**src/rtl/disp_pkg.sv**
```systemverilog
package disp_pkg;
  // capacity test shared by the trackers: both limits must hold after adding a block
  function automatic logic unit_fits(input int unsigned slots, input int unsigned thr,
                                     input int unsigned tpb, input int unsigned max_blk,
                                     input int unsigned max_thr);
    return (slots < max_blk) && ((thr + tpb) <= max_thr);
  endfunction

  // a per-block size no unit could ever hold
  function automatic logic tpb_bad(input int unsigned tpb, input int unsigned max_thr);
    return (tpb == 0) || (tpb > max_thr);
  endfunction
endpackage

```
**src/rtl/disp_unit_slot.sv**
```systemverilog
module disp_unit_slot #(
  parameter int MAX_BLK = 8,
  parameter int MAX_THR = 768,
  parameter int SW      = 4,
  parameter int TW      = 10
) (
  input  logic          clk,
  input  logic          rst_n,
  input  logic          take,
  input  logic          free,
  input  logic [TW-1:0] tpb,
  output logic          room,
  output logic          occupied
);
  import disp_pkg::*;

  logic [SW-1:0] slots;
  logic [TW-1:0] thr;
  logic          free_ok;

  assign free_ok  = free && (slots != '0);
  assign room     = unit_fits(int'(slots), int'(thr), int'(tpb), MAX_BLK, MAX_THR);
  assign occupied = (slots != '0);

  always_ff @(posedge clk) begin
    if (!rst_n) begin
      slots <= '0;
      thr   <= '0;
    end else begin
      slots <= slots + SW'(take) - SW'(free_ok);
      thr   <= thr + (take ? tpb : '0) - (free_ok ? tpb : '0);
    end
  end

  AST_SLOT_CAP: assert property (@(posedge clk) disable iff (!rst_n)
    int'(slots) <= MAX_BLK);
  AST_THR_CAP: assert property (@(posedge clk) disable iff (!rst_n)
    int'(thr) <= MAX_THR);
  AST_NET_ZERO: assert property (@(posedge clk) disable iff (!rst_n)
    (take && free_ok) |=> (slots == $past(slots)) && (thr == $past(thr)));
endmodule

```
**src/rtl/disp_rr_pick.sv**
```systemverilog
module disp_rr_pick #(
  parameter int N  = 16,
  parameter int IW = 4
) (
  input  logic [N-1:0]  req,
  input  logic [IW-1:0] last,
  output logic [N-1:0]  grant,
  output logic [IW-1:0] gidx
);
  function automatic logic [IW:0] first_after(input logic [N-1:0] r, input logic [IW-1:0] l);
    logic [IW:0] res;
    res = '0;
    for (int k = N; k >= 1; k--) begin
      int i;
      i = (int'(l) + k) % N;
      if (r[i]) res = {1'b1, IW'(i)};
    end
    return res;
  endfunction

  logic [IW:0] pick;
  assign pick = first_after(req, last);
  assign gidx = pick[IW-1:0];

  always_comb begin
    grant = '0;
    if (pick[IW]) grant[pick[IW-1:0]] = 1'b1;
  end
endmodule

```
**src/rtl/block_dispatcher.sv**
```systemverilog
module block_dispatcher #(
  parameter int NUM_UNITS = 16,
  parameter int MAX_BLK   = 8,
  parameter int MAX_THR   = 768,
  parameter int BLK_W     = 16,
  parameter int TPB_W     = 10
) (
  input  logic                 clk,
  input  logic                 rst_n,
  input  logic                 launch,
  input  logic [BLK_W-1:0]     launch_blocks,
  input  logic [TPB_W-1:0]     launch_threads,
  input  logic [NUM_UNITS-1:0] unit_done,
  output logic [NUM_UNITS-1:0] assign_vld,
  output logic [BLK_W-1:0]     assign_idx,
  output logic                 grid_done,
  output logic                 size_err
);
  import disp_pkg::*;

  localparam int IW = (NUM_UNITS > 1) ? $clog2(NUM_UNITS) : 1;
  localparam int SW = $clog2(MAX_BLK + 1);

  logic             active;
  logic [BLK_W-1:0] total, next_idx;
  logic [TPB_W-1:0] tpb_r;
  logic [IW-1:0]    last;

  logic [NUM_UNITS-1:0] room, occ, req, grant;
  logic [IW-1:0]        gidx;
  logic                 want, empty, accept, issue;

  assign want   = active && (next_idx != total);
  assign empty  = (occ == '0);
  assign req    = want ? room : '0;
  assign issue  = (grant != '0);
  assign accept = launch && (!active || grid_done);

  assign assign_vld = grant;
  assign assign_idx = next_idx;
  assign grid_done  = active && !want && empty;

  for (genvar u = 0; u < NUM_UNITS; u++) begin : g_unit
    disp_unit_slot #(.MAX_BLK(MAX_BLK), .MAX_THR(MAX_THR), .SW(SW), .TW(TPB_W)) u_slot (
      .clk(clk), .rst_n(rst_n), .take(grant[u]), .free(unit_done[u]),
      .tpb(tpb_r), .room(room[u]), .occupied(occ[u]));
  end

  disp_rr_pick #(.N(NUM_UNITS), .IW(IW)) u_pick (
    .req(req), .last(last), .grant(grant), .gidx(gidx));

  always_ff @(posedge clk) begin
    if (!rst_n) begin
      active   <= 1'b0;
      total    <= '0;
      next_idx <= '0;
      tpb_r    <= '0;
      size_err <= 1'b0;
      last     <= IW'(NUM_UNITS - 1);
    end else begin
      if (issue) begin
        next_idx <= next_idx + 1'b1;
        last     <= gidx;
      end
      if (accept) begin
        next_idx <= '0;
        total    <= launch_blocks;
        if (tpb_bad(int'(launch_threads), MAX_THR)) begin
          active   <= 1'b0;
          size_err <= 1'b1;
        end else begin
          active   <= 1'b1;
          size_err <= 1'b0;
          tpb_r    <= launch_threads;
        end
      end
    end
  end

  AST_ONE_GRANT: assert property (@(posedge clk) disable iff (!rst_n)
    $onehot0(assign_vld));
  AST_IDX_STEP: assert property (@(posedge clk) disable iff (!rst_n)
    (issue && !accept) |=> (assign_idx == $past(assign_idx) + 1'b1));
  AST_ERR_QUIET: assert property (@(posedge clk) disable iff (!rst_n)
    size_err |-> (assign_vld == '0));
  AST_DONE_QUIET: assert property (@(posedge clk) disable iff (!rst_n)
    grid_done |-> (assign_vld == '0));
  AST_BUSY_HOLD: assert property (@(posedge clk) disable iff (!rst_n)
    (launch && want) |=> (total == $past(total)));
endmodule

```
**config.mk**
```make
export PLATFORM = sky130hd
export DESIGN_NAME = block_dispatcher
export DESIGN_NICKNAME = d
export VERILOG_FILES = /design/src/rtl/disp_pkg.sv /design/src/rtl/disp_unit_slot.sv /design/src/rtl/disp_rr_pick.sv /design/src/rtl/block_dispatcher.sv
export SDC_FILE = /design/constraint.sdc
export NUM_CORES = 2
export LEC_CHECK = 0
export BUFFER_PORTS_ARGS = -buffer_cell sky130_fd_sc_hd__buf_2
export CORE_MARGIN = 2
export CORE_UTILIZATION = 57
export CTS_BUF_LIST = sky130_fd_sc_hd__clkbuf_2
export CTS_CLUSTER_SIZE = 28
export DETAILED_ROUTE_END_ITERATION = 10
export GPL_TIMING_DRIVEN = 0
export PLACE_DENSITY = 0.74
export SLEW_MARGIN = 20
export SYNTH_ARGS = -nofsm -noshare
export SYNTH_HDL_FRONTEND = slang
export SYNTH_SLANG_ARGS = --single-unit
```
**constraint.sdc**
```tcl
create_clock -name clk -period 25.2 [get_ports clk]
set_input_delay 6.3 -clock clk [delete_from_list [all_inputs] [get_ports clk]]
set_output_delay 6.3 -clock clk [all_outputs]
set_load 0.005 [all_outputs]
```
==> run metrics <==
clk buf depth=3; Primary FF master, synth=dfxtp_1; clock skew=87.9 ps; Clock Pin Slew Worst Setup and Hold Paths=100 ps; vias in the first global route=27500; GR Util met3=6.09%; worst vdd ir=0.110 mV; # setup viols final=0; Crit. End Element=output port; first-pass GRT wire length=155000 um; Die Ht=243 um; gpl congestion=1.03; final instance area=34900 um^2; total CTS buffers=81; YS warnings=0; Synth Instances=3931; htree depth=3; Worst Setup Start Kind=register; area delta synth->final=7.26%; Syn Nets=4560; fraction of registers with async set/reset=0%; PwrDens=155 nW/um^2; post-synthesis sequential area ratio=16.7%; total core area=56500 um^2; Net Sw Power=2.82 mW; share of layout cells above drive strength 1=8.64%; WHS Path Cells=2; Post-DP HPWL=74900 um; Mapped Area=32600 um^2; RSZ-0062 raised after global routing=no; Slew HR=13.8%; largest net degree at the start of global routing=21; Post-DP Area=34200 um^2; I/O Pins=79; Routed WL per cell=20.4 um; vias=29100; remaining global-route overflow=0; final WL=101000 um; Switching Fraction=51.9%; leak pwr=16.8 nW; #FFs+latches synth=272; Sinks on Clock Net=272; met1 GRT Util=45.9%; total power=5.43 mW; CTS resizes=0; die width=243 um; Root Driver=clkbuf_2; global routing's busiest layer=met2; Tcrit/Tclk final=59.9%; EDFF count, synth=0; hold buffer count at cts=0; Achievable Freq=66.3 MHz; Reg2Reg Depth=35; initial core utilization=57.7%; Crit Path Class=register to output port; WP data required=18900 ps; clock power share=6.7%; Clock Latency Late Sink=1130 ps; crit path DAT=8790 ps; post-CTS setup buffer count=0; DRC=0; Logic pwr share=80.4%; # Max-Cap Violations=0; Final min period=15090 ps; met2 Usage GRT=52.1%; nets=4733; gr usage total=33.8%; initial antenna violation count=9; DR iter-0 viols=2821; Fin. Hold Viols=0; # rows=87; Port-buffer cells=78; Initial DRT Pass Iterations=9; Worst-Margin Slew=1290 ps; Post-Syn Area per Cell=8.29 um^2; Antenna Nets Post-Route=0; worst hold path class=register to register; die area=59100 um^2; Worst Path Max Fanout=11; vias per std cell=5.92; Yosys cell types=116; TritonCTS clock tree=done; total negative slack=0 ps; outcome=completed; max-slew violations=0; Cell Int Power=2.61 mW; part of the power in registers=12.9%
==> layout make-up <==
class	count	area, um^2
timing repair buffer	90	627
sequential	272	5460
antenna	6	15.0
inverter	563	2110
clock buffer	106	531
tap	756	946
clock inverter	30	195
multi-input combinational	2942	24400
buffer	154	698
fill	4991	21600
==> state kept, by name, indices dropped and copies added (netlist names) <==
name                 cells
total                   16
last                     4
size_err                 1
assign_idx              16
tpb_r                   10
g_unit.u_slot.thr      160
active                   1
g_unit.u_slot.slots     64
==> through the flow <==
step           worst slack [ps]  hold WS (ps)  std cells  utilization [%]
3_3_place_gp              10260           520       4765             60.0
3_5_place_dp              11560           530       4777             60.5
4_1_cts                   10340           554       4913             61.8
2_1_floorplan             13100           503       3931                -
6_report                  10110           552       4919             61.9
5_1_grt                    9870           586       4915             61.8
==> power by group through the flow <==
stage,combinational (mW),sequential (mW),clock [mW]
floorplan,3.33,0.677,0
global placement,4.15,0.711,0
detailed placement,4.26,0.706,0
CTS,4.29,0.696,0.371
global route,4.84,0.713,0.388
finish,4.36,0.698,0.364
==> worst paths after layout <==
path / startpoint / slack, ps / to
worst max-delay path: last[0]$_SDFFE_PN1P_ / 10110 / assign_vld[12]
worst min-delay path: total[6]$_SDFFE_PN0P_ / 550 / total[6]$_SDFFE_PN0P_
worst max register to register: last[0]$_SDFFE_PN1P_ / 14830 / g_unit[12].u_slot.thr[9]$_SDFF_PN0_
worst min register to register: total[6]$_SDFFE_PN0P_ / 550 / total[6]$_SDFFE_PN0P_
==> routing by layer <==
| layer | share of wire, % | vias up |
|---|---|---|
| met4 | 4.9 | 4 |
| met2 | 43 | 1179 |
| met1 | 43 | 13800 |
| li1 | - | 13900 |
| met5 | 0.034 | - |
| met3 | 9.5 | 244 |
==> cells in the final DEF (no fill, tap or decap), types with 126 or more instances in the layout <==
master,count
a21o_1,126
a21oi_1,217
and2_1,322
dfxtp_1,262
fa_1,176
ha_1,408
inv_1,556
nand2_1,233
nor2_1,144
xnor2_1,135
xor2_1,141
==> worst max-delay path, cell delays in order, from the launching register on <==
cell	delay (ps)
dfxtp_1	350
clkbuf_1	380
clkinv_1	390
clkbuf_1	400
clkbuf_1	440
ha_1	420
clkbuf_1	440
clkinv_1	460
o211ai_1	280
o211ai_1	160
and3_1	260
clkbuf_1	180
o311ai_1	740
a21boi_1	400
a211oi_1	130
a41o_1	250
a211oi_2	490
buf_2	390
nand3_1	160
nor2_1	360
buf_2	390
buf_4	170
buf_2	100
==> cells in the mapped netlist (61+ instances only) <==
library cell / count / share of area, %
a21o_1: 126 / 2.9
a21oi_1: 217 / 3.3
and2_1: 322 / 6.2
and3_1: 85 / 1.6
clkbuf_1: 115 / 1.3
dfxtp_1: 272 / 17
fa_1: 176 / 11
ha_1: 408 / 16
inv_1: 556 / 6.4
nand2_1: 233 / 2.7
nand3_1: 61 / 0.94
nor2_1: 144 / 1.7
nor2b_1: 91 / 1.7
o21ai_0: 101 / 1.6
o21bai_1: 61 / 1.4
xnor2_1: 135 / 3.6
xor2_1: 141 / 3.8
==> cell families (layout without fill, tap and decap cells) <==
family	Yosys count	in the layout	synth area share [%]
DFF	272	272	16.7
AOI/OAI and AO/OA	843	843	18.5
and+or+nand+nor	1167	1167	19.8
other	0	6	0
muxes	71	71	2.51
buffers and inverters	717	943	8.56
xor gates and xnor gates	277	277	7.47
adders and majority gates	584	584	26.5
No activity file was read; power rests on OpenSTA's default activity.
